## src/rtl/spdif_seq_pkg.sv

```systemverilog
package spdif_seq_pkg;
  typedef enum logic [1:0] {
    PRE_NONE = 2'd0,
    PRE_BLK  = 2'd1,
    PRE_CH1  = 2'd2,
    PRE_CH2  = 2'd3
  } pre_e;

  localparam int unsigned PRE_SLOTS = 4;
  localparam int unsigned AUD_W     = 24;
  localparam int unsigned AUD_LAST  = PRE_SLOTS + AUD_W - 1;
  localparam int unsigned V_SLOT    = 28;
  localparam int unsigned U_SLOT    = 29;
  localparam int unsigned C_SLOT    = 30;
  localparam int unsigned P_SLOT    = 31;
  localparam int unsigned USER_W    = 32;
endpackage

```

## src/rtl/sfs_timing.sv

```systemverilog
module sfs_timing #(
  parameter int unsigned FRAMES = 192,
  parameter int unsigned FW     = 8
) (
  input  logic          clk_i,
  input  logic          rst_ni,
  input  logic          tx_en_i,
  output logic          run_o,
  output logic [4:0]    slot_o,
  output logic          chan_o,
  output logic [FW-1:0] frame_o,
  output logic [4:0]    ubit_o
);
  localparam logic [FW-1:0] LAST = FW'(FRAMES - 1);

  logic          run_q, chan_q;
  logic [4:0]    slot_q, ubit_q;
  logic [FW-1:0] frame_q;
  logic          blk_end;

  assign blk_end = chan_q && (frame_q == LAST);

  always_ff @(posedge clk_i or negedge rst_ni) begin
    if (!rst_ni) begin
      run_q   <= 1'b0;
      slot_q  <= '0;
      chan_q  <= 1'b0;
      frame_q <= '0;
      ubit_q  <= '0;
    end else if (!tx_en_i) begin
      run_q   <= 1'b0;
      slot_q  <= '0;
      chan_q  <= 1'b0;
      frame_q <= '0;
      ubit_q  <= '0;
    end else begin
      run_q <= 1'b1;
      if (run_q) begin
        slot_q <= slot_q + 5'd1;
        if (slot_q == 5'd31) begin
          chan_q <= ~chan_q;
          if (chan_q) frame_q <= (frame_q == LAST) ? '0 : frame_q + FW'(1);
          // user bit index restarts with each block
          ubit_q <= (blk_end || ubit_q == 5'd31) ? 5'd0 : ubit_q + 5'd1;
        end
      end
    end
  end

  assign run_o   = run_q;
  assign slot_o  = slot_q;
  assign chan_o  = chan_q;
  assign frame_o = frame_q;
  assign ubit_o  = ubit_q;
endmodule

```

## src/rtl/sfs_payload.sv

```systemverilog
module sfs_payload
  import spdif_seq_pkg::*;
#(
  parameter int unsigned SAMPLE_W = 24,
  parameter int unsigned CS_BITS  = 30
) (
  input  logic                clk_i,
  input  logic                rst_ni,
  input  logic                frame_start_i,
  input  logic                block_start_i,
  input  logic                user_load_i,
  input  logic [SAMPLE_W-1:0] pcm_ch1_i,
  input  logic [SAMPLE_W-1:0] pcm_ch2_i,
  input  logic [CS_BITS-1:0]  cstat_ch1_i,
  input  logic [CS_BITS-1:0]  cstat_ch2_i,
  input  logic [USER_W-1:0]   user_word_i,
  output logic [AUD_W-1:0]    aud1_o,
  output logic [AUD_W-1:0]    aud2_o,
  output logic [CS_BITS-1:0]  cs1_o,
  output logic [CS_BITS-1:0]  cs2_o,
  output logic [USER_W-1:0]   uword_o
);
  localparam int unsigned PAD = AUD_W - SAMPLE_W;

  logic [AUD_W-1:0] just1, just2;

  // left-justify into the 24-bit field
  assign just1 = AUD_W'(pcm_ch1_i) << PAD;
  assign just2 = AUD_W'(pcm_ch2_i) << PAD;

  always_ff @(posedge clk_i or negedge rst_ni) begin
    if (!rst_ni) begin
      aud1_o  <= '0;
      aud2_o  <= '0;
      cs1_o   <= '0;
      cs2_o   <= '0;
      uword_o <= '0;
    end else begin
      if (frame_start_i) begin
        aud1_o <= just1;
        aud2_o <= just2;
      end
      if (block_start_i) begin
        cs1_o <= cstat_ch1_i;
        cs2_o <= cstat_ch2_i;
      end
      if (user_load_i) uword_o <= user_word_i;
    end
  end
endmodule

```

## src/rtl/sfs_slot_mux.sv

```systemverilog
module sfs_slot_mux
  import spdif_seq_pkg::*;
#(
  parameter int unsigned CS_BITS = 30,
  parameter int unsigned FW      = 8
) (
  input  logic               run_i,
  input  logic [4:0]         slot_i,
  input  logic               chan_i,
  input  logic [FW-1:0]      frame_i,
  input  logic [4:0]         ubit_i,
  input  logic [AUD_W-1:0]   aud1_i,
  input  logic [AUD_W-1:0]   aud2_i,
  input  logic [CS_BITS-1:0] cs1_i,
  input  logic [CS_BITS-1:0] cs2_i,
  input  logic [USER_W-1:0]  uword_i,
  output logic               bit_o,
  output logic [1:0]         pre_o
);
  logic [AUD_W-1:0]   aud, a_sh;
  logic [CS_BITS-1:0] cs, c_sh;
  logic [USER_W-1:0]  u_sh;
  logic [4:0]         a_idx;
  logic               c_bit, u_bit, par, bit_v;
  pre_e               pre;

  always_comb begin
    aud   = chan_i ? aud2_i : aud1_i;
    cs    = chan_i ? cs2_i : cs1_i;
    a_idx = slot_i - 5'(PRE_SLOTS);
    a_sh  = aud >> a_idx;
    // shifting past the word leaves zero: status padding
    c_sh  = cs >> frame_i;
    u_sh  = uword_i >> ubit_i;
    c_bit = c_sh[0];
    u_bit = u_sh[0];
    par   = ^{aud, u_bit, c_bit};

    bit_v = 1'b0;
    if (slot_i >= 5'(PRE_SLOTS) && slot_i <= 5'(AUD_LAST)) bit_v = a_sh[0];
    else if (slot_i == 5'(U_SLOT)) bit_v = u_bit;
    else if (slot_i == 5'(C_SLOT)) bit_v = c_bit;
    else if (slot_i == 5'(P_SLOT)) bit_v = par;
    bit_o = run_i & bit_v;

    pre = PRE_NONE;
    if (run_i && slot_i < 5'(PRE_SLOTS)) begin
      if (chan_i)              pre = PRE_CH2;
      else if (frame_i == '0)  pre = PRE_BLK;
      else                     pre = PRE_CH1;
    end
    pre_o = pre;
  end
endmodule

```

## src/rtl/spdif_frame_seq.sv

```systemverilog
module spdif_frame_seq
  import spdif_seq_pkg::*;
#(
  parameter int unsigned FRAMES   = 192,
  parameter int unsigned CS_BITS  = 30,
  parameter int unsigned SAMPLE_W = 24,
  localparam int unsigned FW      = $clog2(FRAMES)
) (
  input  logic                clk_i,
  input  logic                rst_ni,
  input  logic                tx_en_i,
  input  logic [SAMPLE_W-1:0] pcm_ch1_i,
  input  logic [SAMPLE_W-1:0] pcm_ch2_i,
  input  logic [CS_BITS-1:0]  cstat_ch1_i,
  input  logic [CS_BITS-1:0]  cstat_ch2_i,
  input  logic [31:0]         user_word_i,
  output logic                slot_bit_o,
  output logic [1:0]          pre_sel_o,
  output logic                chan_o,
  output logic [4:0]          word_count_o,
  output logic [FW-1:0]       frame_count_o,
  output logic                idle_o,
  output logic                audio_req_o,
  output logic                user_req_o,
  output logic                cs_req_o
);
  logic               run, chan;
  logic [4:0]         slot, ubit;
  logic [FW-1:0]      frame;
  logic               sub_start, frame_start, block_start, user_load;
  logic [AUD_W-1:0]   aud1, aud2;
  logic [CS_BITS-1:0] cs1, cs2;
  logic [USER_W-1:0]  uword;

  sfs_timing #(.FRAMES(FRAMES), .FW(FW)) timing_i (
    .clk_i   (clk_i),
    .rst_ni  (rst_ni),
    .tx_en_i (tx_en_i),
    .run_o   (run),
    .slot_o  (slot),
    .chan_o  (chan),
    .frame_o (frame),
    .ubit_o  (ubit)
  );

  assign sub_start   = run && (slot == 5'd0);
  assign frame_start = sub_start && !chan;
  assign block_start = frame_start && (frame == '0);
  assign user_load   = sub_start && (ubit == 5'd0);

  sfs_payload #(.SAMPLE_W(SAMPLE_W), .CS_BITS(CS_BITS)) payload_i (
    .clk_i         (clk_i),
    .rst_ni        (rst_ni),
    .frame_start_i (frame_start),
    .block_start_i (block_start),
    .user_load_i   (user_load),
    .pcm_ch1_i     (pcm_ch1_i),
    .pcm_ch2_i     (pcm_ch2_i),
    .cstat_ch1_i   (cstat_ch1_i),
    .cstat_ch2_i   (cstat_ch2_i),
    .user_word_i   (user_word_i),
    .aud1_o        (aud1),
    .aud2_o        (aud2),
    .cs1_o         (cs1),
    .cs2_o         (cs2),
    .uword_o       (uword)
  );

  sfs_slot_mux #(.CS_BITS(CS_BITS), .FW(FW)) mux_i (
    .run_i   (run),
    .slot_i  (slot),
    .chan_i  (chan),
    .frame_i (frame),
    .ubit_i  (ubit),
    .aud1_i  (aud1),
    .aud2_i  (aud2),
    .cs1_i   (cs1),
    .cs2_i   (cs2),
    .uword_i (uword),
    .bit_o   (slot_bit_o),
    .pre_o   (pre_sel_o)
  );

  assign chan_o        = chan;
  assign word_count_o  = slot;
  assign frame_count_o = frame;
  assign idle_o        = !run;
  assign audio_req_o   = frame_start;
  assign user_req_o    = user_load;
  assign cs_req_o      = frame_start && (frame == FW'(CS_BITS));
endmodule

```

## config.mk

```make
export PLATFORM = sky130hd
export DESIGN_NAME = spdif_frame_seq
export DESIGN_NICKNAME = d
export VERILOG_FILES = /design/src/rtl/spdif_seq_pkg.sv /design/src/rtl/sfs_timing.sv /design/src/rtl/sfs_payload.sv /design/src/rtl/sfs_slot_mux.sv /design/src/rtl/spdif_frame_seq.sv
export SDC_FILE = /design/constraint.sdc
export NUM_CORES = 1
export LEC_CHECK = 0
export BUFFER_PORTS_ARGS = -buffer_cell sky130_fd_sc_hd__buf_4
export CAP_MARGIN = 20
export CORE_ASPECT_RATIO = 0.8
export CORE_UTILIZATION = 30
export DETAILED_ROUTE_END_ITERATION = 10
export GPL_ROUTABILITY_DRIVEN = 0
export GPL_TIMING_DRIVEN = 0
export PLACE_DENSITY = 0.55
export REMOVE_ABC_BUFFERS = 1
export SLEW_MARGIN = 20
export SYNTH_ARGS = -nofsm -noshare
export SYNTH_HDL_FRONTEND = slang
export SYNTH_SLANG_ARGS = --single-unit
```

## constraint.sdc

```tcl
create_clock -name clk_i -period 3.43 [get_ports clk_i]
set_clock_uncertainty 0.15 [all_clocks]
set_input_delay 0.686 -clock clk_i [delete_from_list [all_inputs] [get_ports clk_i]]
set_output_delay 0.686 -clock clk_i [all_outputs]
set_load 0.02 [all_outputs]
```

==> results.py <==
metrics = {
    "cts": {
        "cts_root_buf": "clkbuf_16",
        "cts_made_buffers": 17,
        "h-tree-depth": 4,
        "tritoncts": "built",
        "clkSinkCount": 160,
        "clkLatencyLatePin_ns": 0.42,
        "clkTransAtPathRegs_ns": 0.07,
        "cts_hold_buf": 0,
        "clock_path_buffers": 2,
    },
    "place": {
        "place_inst": 1147,
        "io_buffer_count": 163,
        "dp_hpwl_um": 14000,
    },
    "yosys": {
        "ys_seq_area_frac": 0.494,
        "synth-compound-area-share": 0.0261,
        "synthAdderAreaFrac": 0.0247,
        "synthMuxAreaShare": 0.284,
        "synthSimpleGateAreaFrac": 0.0965,
        "synth_edf_count": 0,
        "synth_top_area_cell": "dfrtp_1",
        "synth.avg_cell_area_um2": 12.4,
        "async_reset_ff_frac": 1.00,
        "netlist_instances": 651,
        "synth-main-ff-cell": "dfrtp_1",
        "synth_cell_types": 48,
        "netlist_area_um2": 8100,
        "yosys_register_bits": 160,
        "synthXorXnorAreaFrac": 0.0503,
        "yosys.area.top_type_share": 0.494,
        "yosys_warnings": 0,
        "synth_top_family_by_area": "multiplexers",
        "synthTopCellsByArea": "dfrtp_1 (49%), mux2_2 (16%), mux4_2 (9.7%), nand2_1 (5.4%), xor2_1 (3.0%)",
    },
    "global_routing": {
        "grt_pass1_vias": 5692,
        "grt_use_total": 0.157,
        "overflow": 0,
        "grt_max_degree": 91,
        "antenna_found_initial": 0,
        "grt_pass1_wl_um": 32700,
    },
    "power": {
        "internal_power_mw": 4.42,
        "p_switching_mw": 1.77,
        "p_per_area_nw_per_um2": 580,
        "seqPwrFrac": 0.418,
        "p_comb_frac": 0.267,
        "finalPower_mw": 6.19,
        "pwr-share-clk": 0.315,
        "netSwitchingFraction": 0.286,
        "peakVddDrop_mv": 0.345,
        "p_leak_nw": 4.76,
    },
    "cells_and_area": {
        "fillers": 2588,
        "final_common_cell": "buf_4",
        "drive_gt1_frac": 0.477,
        "finalNetCount": 986,
        "antenna_cells": 0,
        "area_growth_syn_to_layout_pct": 31.8,
        "layout.cells.non_filler": 1197,
        "fin_util": 0.405,
        "final_cell_mix": "buf_4 (178), dfrtp_1 (154), nand2_1 (116), mux2_2 (116), mux4_2 (35)",
    },
    "floorplanning": {
        "die_x_um": 186,
        "die_area_um2": 27700,
        "core_area_um2": 26400,
        "start_util": 0.307,
        "io_pins": 164,
        "fp.dieH_um": 149,
        "row_count": 53,
    },
    "critical_path": {
        "r2r-start": "timing_i.frame_o[0]$_DFFE_PN0P_",
        "slowest_stage": "mux4_2",
        "crit_chain": "buf_12 > mux4_2 > nand2b_4 > a41oi_2 > and3_1 > a311o_1 > nand2_1 > mux2i_1 > a21oi_1 > nor3_2 > buf_4",
        "startpoint_type": "flop",
        "required_ns": 2.59,
        "worst_path_largest_cell_delay_ns": 0.57,
        "worst_ep_arrival_time_ns": 3.02,
        "worstSetupStartpoint": "timing_i.chan_o$_DFFE_PN0P_",
        "worstSetupPathType": "reg -> out",
        "crit_path_max_fanout": 7,
        "cp-end-kind": "output port",
    },
    "flow_run": {
        "maxCapViolations": 0,
    },
    "timing": {
        "slew_violations": 0,
        "setup_violations": 1,
        "fin_crit_sh": 1.12,
        "max_slew_margin": 0.527,
        "grt_setup_unrepaired": "true",
        "hold_viol": 0,
        "fin_ws_ns": -0.423,
        "worst_pin_slew_ns": 0.710,
        "period_minus_slack_ns": 3.85,
        "clock.fmax_mhz": 260,
        "holdWs_ns": 0.140,
    },
    "drt": {
        "ant_nets": 0,
        "routedWlPerCell_um": 17.4,
        "drc_errors": 0,
        "viasPerCell": 4.69,
        "dr.first_iter.drc_count": 252,
        "vias": 5619,
        "finalWirelength_um": 20800,
        "firstDrtPassIters": 4,
    },
    "hold_path": {
        "holdCritPathClass": "in -> async",
    },
    "run_status": {
        "violations": "negative setup slack",
        "status": "finished, violations left",
    },
}
worst max-delay path, delay by kind of cell (launching register included):
family / cells / cell delay (ns)
AOI/OAI and AO/OA: 3 / 0.57
buffers and inverters: 2 / 0.35
DFF: 1 / 0.44
muxes: 2 / 0.70
and+or+nand+nor: 4 / 0.54
metrics by stage:
stage,TNS [ns],instance area [µm²],setup WS [ns]
after floorplan,-215.08,7950,-2.81
after global placement,-510.62,9620,-5.96
after detailed placement,-24.86,9800,-1.35
after CTS,-0.469,10600,-0.469
after global routing,-0.602,10700,-0.581
final,-0.423,10700,-0.423
power groups by stage:
stage	clock network [mW]	registers, mW	logic [mW]
after floorplan	0	2.53	1.20
after global placement	0	2.61	1.61
after detailed placement	0	2.63	1.62
after CTS	2.01	2.59	1.68
after global routing	2.11	2.66	1.80
final	1.95	2.59	1.65
metal layers:
metal	up-vias	track usage	share of wire
met5	-	0	0
met4	0	0.0344	0.0051
met3	7	0.0442	0.056
met2	131	0.228	0.45
met1	2825	0.232	0.49
li1	2656	-	-
synth_stat cells (2+ instances only):
cell type,count
dfrtp_1,160
mux2_2,116
nand2_1,116
mux4_2,35
xor2_1,28
clkbuf_1,23
nor2_1,19
mux2i_1,18
ha_1,16
xnor2_1,16
inv_1,10
nand3_1,8
a21oi_1,7
nor3_1,7
o21ai_0,7
nand2b_1,6
and3_1,5
buf_1,5
buf_2,4
buf_4,4
o22ai_1,4
a31oi_1,3
nand4_1,3
a22o_1,2
and2_1,2
nand4b_1,2
nor4_1,2
o221ai_1,2
or3_1,2
cell families (layout without fill, tap and decap cells):
kind of cell / Yosys count / count (layout)
XOR/XNOR: 45 / 45
AO/OA/AOI/OAI: 33 / 33
buffers and inverters: 48 / 236
flip-flops: 160 / 160
multiplexers: 170 / 170
AND/OR/NAND/NOR: 179 / 180
adder cells (fa/ha/maj): 16 / 16
state kept, by name (all words and copies together) (netlist names):
name	count
timing_i.slot_o	5
timing_i.run_o	1
payload_i.cs1_o	30
payload_i.cs2_o	30
timing_i.chan_o	1
payload_i.aud2_o	24
timing_i.frame_o	8
payload_i.aud1_o	24
payload_i.uword_o	32
timing_i.ubit_o	5
worst paths after layout:
kind,to,slack (ns),depth (start not counted)
setup / recovery,slot_bit_o,-0.42,11
hold / removal,payload_i.aud2_o[8]$_DFFE_PN0P_,0.14,1
setup reg to reg,payload_i.cs2_o[14]$_DFFE_PN0P_,0.39,11
min in group clk_i,timing_i.run_o$_DFF_PN0_,0.25,1
max in group asynchronous,timing_i.ubit_o[0]$_DFFE_PN0P_,2.15,2
hold reg to reg,payload_i.uword_o[17]$_DFFE_PN0P_,0.32,2
timing repair:
item                       in CTS  in global routing
setup buffers                   9                  5
hold endpoints to repair        0                  0
gates resized for setup        30                  8
setup endpoints to repair      36                  2
pin swaps                      13                  3
cloned                          3                  1
layout make-up:
class | count | area (µm²) | area share
flip-flops and latches | 160 | 4020 | 0.376
repair buffers | 190 | 1550 | 0.145
multi-input cells | 444 | 3990 | 0.374
clock buffers | 18 | 439 | 0.0411
clock inverters | 14 | 155 | 0.0145
well taps | 357 | 447 | 0.0418
repair inverters | 2 | 13.8 | 0.00129
inverters | 12 | 72.6 | 0.00679
Note: power is estimated with default switching activity, not from simulation.
